File: config.mk
export PLATFORM = sky130hd
export DESIGN_NAME = word_phase_tracker
export DESIGN_NICKNAME = d
export VERILOG_FILES = /design/src/rtl/wpt_pkg.sv /design/src/rtl/wpt_edge_sampler.sv /design/src/rtl/wpt_cell_counter.sv /design/src/rtl/wpt_lock_ctrl.sv /design/src/rtl/word_phase_tracker.sv
export SDC_FILE = /design/constraint.sdc
export NUM_CORES = 1
export LEC_CHECK = 0
export BUFFER_PORTS_ARGS = -buffer_cell sky130_fd_sc_hd__buf_2
export CORE_AREA = 10 10 47 49
export DETAILED_ROUTE_END_ITERATION = 6
export DIE_AREA = 0 0 57 59
export HOLD_SLACK_MARGIN = 0.06
export PLACE_DENSITY_LB_ADDON = 0.12
export REMOVE_ABC_BUFFERS = 1
export SYNTH_ARGS = -nofsm -noshare
export SYNTH_HDL_FRONTEND = slang
export SYNTH_SLANG_ARGS = --single-unit
File: constraint.sdc
create_clock -name clk_i -period 2.4 [get_ports clk_i]
set_input_delay 0.24 -clock clk_i [delete_from_list [all_inputs] [get_ports clk_i]]
set_output_delay 0.24 -clock clk_i [all_outputs]
set_load 0.02 [all_outputs]
File: src/rtl/wpt_pkg.sv
`timescale 1ns/1ps
package wpt_pkg;
  // Command from the lock controller to the cell counter
  typedef enum logic [1:0] {
    CMD_WAIT  = 2'd0,   // hold the counter at cell 0
    CMD_START = 2'd1,   // a boundary was just seen: next cell is 1
    CMD_STEP  = 2'd2    // advance by one cell, wrapping
  } cell_cmd_e;

  typedef enum logic {
    TRK_HUNT  = 1'b0,   // no phase hypothesis
    TRK_TRACK = 1'b1    // hypothesis held, checked every span
  } trk_state_e;
endpackage

File: src/rtl/wpt_edge_sampler.sv
`timescale 1ns/1ps
module wpt_edge_sampler (
  input  logic clk_i,
  input  logic rst_i,
  input  logic tog_i,
  output logic hit_o
);
  // Both captures are taken with no extra stages: the fixed phase relation
  // keeps each capture away from the toggle's transition.
  logic rise_q;
  logic fall_q;

  always_ff @(posedge clk_i) begin
    rise_q <= tog_i;
  end

  always_ff @(negedge clk_i) begin
    fall_q <= tog_i;
  end

  // Values differ only when the toggle moved just after the rising edge
  // that opened the cycle now ending: that edge is the shared one.
  assign hit_o = !rst_i && (rise_q != fall_q);
endmodule

File: src/rtl/wpt_cell_counter.sv
`timescale 1ns/1ps
module wpt_cell_counter
  import wpt_pkg::*;
#(
  parameter int unsigned CELLS = 7,
  parameter int unsigned CNT_W = $clog2(CELLS)
) (
  input  logic             clk_i,
  input  logic             rst_i,
  input  cell_cmd_e        cmd_i,
  output logic [CNT_W-1:0] cell_q_o,
  output logic [CNT_W-1:0] cell_nxt_o
);
  localparam logic [CNT_W-1:0] LAST = CNT_W'(CELLS - 1);

  logic [CNT_W-1:0] cell_q;

  always_comb begin
    unique case (cmd_i)
      CMD_START: cell_nxt_o = CNT_W'(1);
      CMD_STEP:  cell_nxt_o = (cell_q == LAST) ? '0 : cell_q + 1'b1;
      default:   cell_nxt_o = '0;
    endcase
  end

  always_ff @(posedge clk_i) begin
    if (rst_i) cell_q <= '0;
    else       cell_q <= cell_nxt_o;
  end

  assign cell_q_o = cell_q;

  AST_CELL_RANGE: assert property (@(posedge clk_i) disable iff (rst_i)
    cell_q < CNT_W'(CELLS));
endmodule

File: src/rtl/wpt_lock_ctrl.sv
`timescale 1ns/1ps
module wpt_lock_ctrl
  import wpt_pkg::*;
#(
  parameter int unsigned CELLS     = 7,
  parameter int unsigned CNT_W     = $clog2(CELLS),
  parameter int unsigned LOCK_HITS = 2
) (
  input  logic             clk_i,
  input  logic             rst_i,
  input  logic             hit_i,
  input  logic [CNT_W-1:0] cell_i,
  output cell_cmd_e        cmd_o,
  output logic             locked_o,
  output logic             locked_nxt_o
);
  localparam int unsigned GW = $clog2(LOCK_HITS + 1);

  trk_state_e    state_q, state_nxt;
  logic [GW-1:0] good_q, good_nxt;
  logic          locked_q;
  logic          agree;

  // A boundary is expected exactly at the edge closing cell 0
  assign agree = (hit_i == (cell_i == '0));

  always_comb begin
    state_nxt = state_q;
    good_nxt  = good_q;
    cmd_o     = CMD_WAIT;
    unique case (state_q)
      TRK_HUNT: begin
        if (hit_i) begin
          cmd_o     = CMD_START;
          state_nxt = TRK_TRACK;
          good_nxt  = GW'(1);
        end
      end
      default: begin
        if (agree) begin
          cmd_o = CMD_STEP;
          if (hit_i && (good_q < GW'(LOCK_HITS))) good_nxt = good_q + 1'b1;
        end else if (hit_i) begin
          cmd_o    = CMD_START;
          good_nxt = GW'(1);
        end else begin
          state_nxt = TRK_HUNT;
          good_nxt  = '0;
        end
      end
    endcase
    locked_nxt_o = (state_nxt == TRK_TRACK) && (good_nxt >= GW'(LOCK_HITS));
  end

  always_ff @(posedge clk_i) begin
    if (rst_i) begin
      state_q  <= TRK_HUNT;
      good_q   <= '0;
      locked_q <= 1'b0;
    end else begin
      state_q  <= state_nxt;
      good_q   <= good_nxt;
      locked_q <= locked_nxt_o;
    end
  end

  assign locked_o = locked_q;

  AST_LOCK_IN_TRACK: assert property (@(posedge clk_i) disable iff (rst_i)
    locked_q |-> (state_q == TRK_TRACK));
  AST_DROP_ON_MISS: assert property (@(posedge clk_i) disable iff (rst_i)
    (state_q == TRK_TRACK && !agree) |=> !locked_q);
  AST_HUNT_START: assert property (@(posedge clk_i) disable iff (rst_i)
    (state_q == TRK_HUNT && hit_i) |=> (cell_i == CNT_W'(1)));
endmodule

File: src/rtl/word_phase_tracker.sv
`timescale 1ns/1ps
module word_phase_tracker
  import wpt_pkg::*;
#(
  parameter int unsigned CELLS     = 7,
  parameter int unsigned LOAD_SLOT = 5,
  parameter int unsigned LOCK_HITS = 2
) (
  input  logic                     clk_i,
  input  logic                     rst_i,
  input  logic                     tog_i,
  output logic                     locked_o,
  output logic [$clog2(CELLS)-1:0] cell_o,
  output logic                     word_o,
  output logic                     load_o
);
  localparam int unsigned CNT_W       = $clog2(CELLS);
  localparam int unsigned SECOND_WORD = (CELLS + 1) / 2;

  logic             hit;
  cell_cmd_e        cmd;
  logic [CNT_W-1:0] cell_q, cell_nxt;
  logic             locked_nxt;
  logic             load_q, word_q;

  wpt_edge_sampler u_sampler (
    .clk_i (clk_i),
    .rst_i (rst_i),
    .tog_i (tog_i),
    .hit_o (hit)
  );

  wpt_cell_counter #(.CELLS(CELLS), .CNT_W(CNT_W)) u_counter (
    .clk_i      (clk_i),
    .rst_i      (rst_i),
    .cmd_i      (cmd),
    .cell_q_o   (cell_q),
    .cell_nxt_o (cell_nxt)
  );

  wpt_lock_ctrl #(.CELLS(CELLS), .CNT_W(CNT_W), .LOCK_HITS(LOCK_HITS)) u_ctrl (
    .clk_i        (clk_i),
    .rst_i        (rst_i),
    .hit_i        (hit),
    .cell_i       (cell_q),
    .cmd_o        (cmd),
    .locked_o     (locked_o),
    .locked_nxt_o (locked_nxt)
  );

  // Strobe and word flag are registered from the next-state values so they
  // line up with the cell they describe.
  always_ff @(posedge clk_i) begin
    if (rst_i) begin
      load_q <= 1'b0;
      word_q <= 1'b0;
    end else begin
      load_q <= locked_nxt && (cell_nxt == CNT_W'(LOAD_SLOT));
      word_q <= (cell_nxt >= CNT_W'(SECOND_WORD));
    end
  end

  assign cell_o = cell_q;
  assign load_o = load_q;
  assign word_o = word_q;

  AST_RESET_CLEAR: assert property (@(posedge clk_i) disable iff (rst_i)
    $past(rst_i) |-> (!locked_o && cell_o == '0 && !load_o && !word_o));
  AST_LOAD_GATED: assert property (@(posedge clk_i) disable iff (rst_i)
    load_o |-> (locked_o && cell_o == CNT_W'(LOAD_SLOT)));
  AST_WORD_FLAG: assert property (@(posedge clk_i) disable iff (rst_i)
    word_o == (cell_o >= CNT_W'(SECOND_WORD)));
  AST_LOCK_STEP: assert property (@(posedge clk_i) disable iff (rst_i)
    locked_o |=> (!locked_o ||
      cell_o == (($past(cell_o) == CNT_W'(CELLS - 1)) ? '0 : $past(cell_o) + 1'b1)));
endmodule

Yosys cells after proc, flatten, opt, wreduce, memory -nomap -nowiden
Cells that the tools add are included.
{"block": "word_totals", "elab_cells": 37, "n_memories": 0, "mem_bits_rw": 0, "output_inout_bits": 6, "reg_bits": 11, "latchBits": 0, "mem_bits_ro": 0}
{"block": "classes", "div_mod_pow": 0, "order_cmp": 3, "n_mul": 0, "n_bitwise": 0, "n_mux": 12, "shifts": 0, "reduce_logical": 6, "n_addsub": 2, "n_eq_ne": 6}
{"op": "two-way mux 2 bit", "count": 6}
{"op": "equality test 3 bit (second input constant)", "count": 2}
{"op": "one-hot mux 3 bit (2 select lines)", "count": 1}
{"op": "logical AND 1 bit", "count": 4}
{"op": "two-way mux 1 bit", "count": 4}
{"op": "adder 3 x 1 -> 3 bit (second input constant)", "count": 1}
{"op": "greater-or-equal comparator 3 bit (second input constant)", "count": 1}
{"op": "logical NOT 3 bit", "count": 1}
{"op": "two-way mux 3 bit", "count": 1}
{"op": "adder 2 x 1 -> 2 bit (second input constant)", "count": 1}
{"op": "equality test 2 x 1 -> 1 bit (second input constant)", "count": 1}
{"op": "equality test 2 bit (second input constant)", "count": 1}
{"op": "greater-or-equal comparator 2 bit (second input constant)", "count": 1}
{"op": "< comparator 2 bit (second input constant)", "count": 1}
{"op": "equality test 1 bit", "count": 1}
{"op": "logical NOT 1 bit", "count": 1}
{"op": "!= test 1 bit", "count": 1}

Depth between registers and ports, before layout
{"block": "depth", "ltp_word": 9, "mapped_depth": 9, "mapped_depth_nobuf": 9}

Hierarchy
Synthesis repeated with hierarchy kept, for this count alone.
{"block": "hier_totals", "cells_unflattened": 56, "area_unflattened_um2": 530.5}
{"module": "wpt_lock_ctrl", "area_per_inst_um2": 227.7, "instances": 1, "cells_per_inst": 27, "seq_area_each_um2": 80.1}
{"module": "wpt_cell_counter", "area_per_inst_um2": 182.7, "instances": 1, "cells_per_inst": 20, "seq_area_each_um2": 60.1}
{"module": "word_phase_tracker", "area_per_inst_um2": 63.8, "instances": 1, "cells_per_inst": 4, "seq_area_each_um2": 40.0}
{"module": "wpt_edge_sampler", "area_per_inst_um2": 56.3, "instances": 1, "cells_per_inst": 5, "seq_area_each_um2": 40.0}

==> results.cfg <==
[detailed_routing]
post-route-drc-count = 0
drt-total-wl_mm = 1.34
vias = 498
drtPass1Iterations = 4
ant_nets = 0
drt_iter0_markers = 4
vias_per_cell = 4.98
wl_per_cell_um = 13.4

[grt]
antenna_found_initial = 0
grt_pass1_vias = 478
gr-total-overflow = 0
grt_max_degree = 11
grt_pass1_wl_mm = 2.13
grt_use_total_pct = 8.16

[yosys]
synthArstFlopShare_pct = 0
synth_top_family_by_area = simple AND/OR/NAND/NOR gates
ys_warn_count = 0
synthAdderAreaFrac_pct = 9.05
synth-simple-area-share_pct = 24.7
synth_cell_types = 27
synthCells = 55
synth_compound_area_share_pct = 12.2
synth.avg_cell_area_um2 = 10.1
synth-seq-area-share_pct = 39.8
synth_flop_cell = dfxtp_1
synth_xor_xnor_area_share_pct = 6.11
synthMuxAreaShare_pct = 2.04
syn_area_um2 = 553
synth_edf_count = 0
synth-seq-cells = 11

[power]
p_int_w = 0.000314
sequentialPowerShare_pct = 45.8
ir_worst_vdd_mv = 0.306
p_clk_share_pct = 30.1
combPwrFrac_pct = 24.1
p_per_area_nw_per_um2 = 501
p_switching_w = 0.000127
power_leakage_nw = 0.390
switching_share_pct = 28.8

[cts]
htree_levels = 1
cts_buffers = 3
hold_buffers = 0
clk_pin_slew_ps = 70
root_buffer = clkbuf_4
cts_tree = yes
insertion_delay_ps = 330
clk_path_buf_depth = 2
cts_num_sinks = 11

[placed_design]
io_buffers = 8
dpl.hpwl_um = 862
gp_congestion = 0.778

[outcome]
status = finished, violations left
violations = negative setup slack

[die]
fp.dieH_um = 59
die_x_um = 57
core_um2 = 1400
rows = 14
start_util_pct = 39.5
die_area_um2 = 3360
num_io_pins = 9

[worst_setup_path]
crit_fanout = 2
path_cells = xor2_2 -> or2b_4 -> ha_4 -> nand2_4 -> inv_2 -> ha_4 -> or4b_4 -> nor4_2
max_stage_delay_ps = 530
critPathRequiredTime_ps = 2590
end_kind = flop
crit_top_cell = ha_4
critPathKind = reg -> reg
cp_slowest_cell = or4b_4
critical_path_arrival_ps = 3580
cp-start-kind = flop

[layout]
area_growth_pct = 59.3
final_cell_mix = buf_4, dfxtp_1, buf_2
layout-drive-gt1-share_pct = 58.3
fin_nets = 92
fin_util_pct = 62.9
layout_commonest_cell = buf_4
insertedDiodeCount = 0

[sta]
final_hold_viol_count = 0
max-slew-margin-rel_pct = 72.0
finClkSkew_ps = 63.4
slew_violations = 0
holdWs_ps = 78.6
rsz0062_at_grt = true
setup_viol = 9
layout_setup_ws_ps = -985
tightestPinTransition_ps = 420

[job]
drv_cap = 0

[hold_path]
min_path_type = in -> reg
-- logic make-up after synthesis --
kind of cell    count (synthesis)
buf+inv                         7
compound gates                  9
simple gates                   20
flops                          11
fa+ha+maj                       4
mux                             1
xor+xnor                        3
-- cells in the mapped netlist (2+ instances only) --
cell type	number	area (um2)
and4b_1	2	20.0
nor3b_1	2	15.0
ha_1	4	50.1
inv_1	5	18.8
nor2_1	5	18.8
dfxtp_1	11	220
nor4_1	2	12.5
xnor2_1	2	17.5
nor3_1	2	10.0
a21oi_1	3	15.0
-- critical path, delay by kind of cell, from the launching register on --
kind / cells / cell delay [ps]
flops: 1 / 340
buf+inv: 1 / 70
simple gates: 4 / 1000
xor+xnor: 1 / 150
fa+ha+maj: 2 / 480
-- worst paths after layout --
check                        start                to  slack (ps)  cells after the start
hold reg to reg   u_ctrl.good_q[0]  u_ctrl.good_q[0]         530                      2
setup reg to reg  u_sampler.fall_q            load_o        -980                      8
setup / recovery  u_sampler.fall_q            load_o        -980                      8
hold / removal               tog_i  u_sampler.rise_q          80                      1
-- metal layers --
layer | vias up | routed length (um) | global-route usage (%) | part of all wire (%)
li1 | 253 | - | - | -
met1 | 231 | 540 | 7.34 | 40
met2 | 11 | 695 | 14.3 | 52
met3 | 3 | 82 | 4.94 | 6.1
met4 | 0 | 22 | 4.03 | 1.6
met5 | - | 0 | 0 | 0
-- sequential cells by signal, indices dropped and copies added, names as in the netlist --
register	cells
u_ctrl.state_q	1
u_ctrl.good_q	2
u_counter.cell_q_o	3
u_ctrl.locked_o	1
word_o	1
load_o	1
u_sampler.rise_q	1
u_sampler.fall_q	1
-- through the flow --
step	setup slack, ps	cells	setup TNS [ps]	total power [W]	cell area, um2
floorplan	-1060	53	-4850	0.000245	538
global placement	-1020	91	-5380	0.000284	703
detailed placement	-1050	91	-5720	0.000284	703
CTS	-973	101	-6200	0.000439	853
global route	-1090	100	-6750	0.000465	881
finish	-985	100	-5880	0.000441	881
-- power by group through the flow --
stage | clock network [W] | logic, W | registers, W
finish | 0.000133 | 0.000106 | 0.000202
global route | 0.000145 | 0.000116 | 0.000203
CTS | 0.000137 | 0.000100 | 0.000201
detailed placement | 0.00000522 | 0.0000736 | 0.000205
global placement | 0.00000522 | 0.0000742 | 0.000205
floorplan | 0.00000522 | 0.0000358 | 0.000204
-- repair_timing --
item | 4_1_cts | 5_1_grt
setup endpoints to repair | 9 | 9
resized for setup | 16 | 7
pin swaps | 9 | 4
buffers inserted | 6 | 0
-- final cells by class --
type	instances	area (um2)
clock buffers	3	22.5
inverters	4	15.0
clock inverters	2	7.51
multi-input cells	37	397
flip-flops and latches	11	221
well taps	16	20.0
fillers	121	520
repair buffers	27	198
No activity file was read; power rests on OpenSTA's default activity.
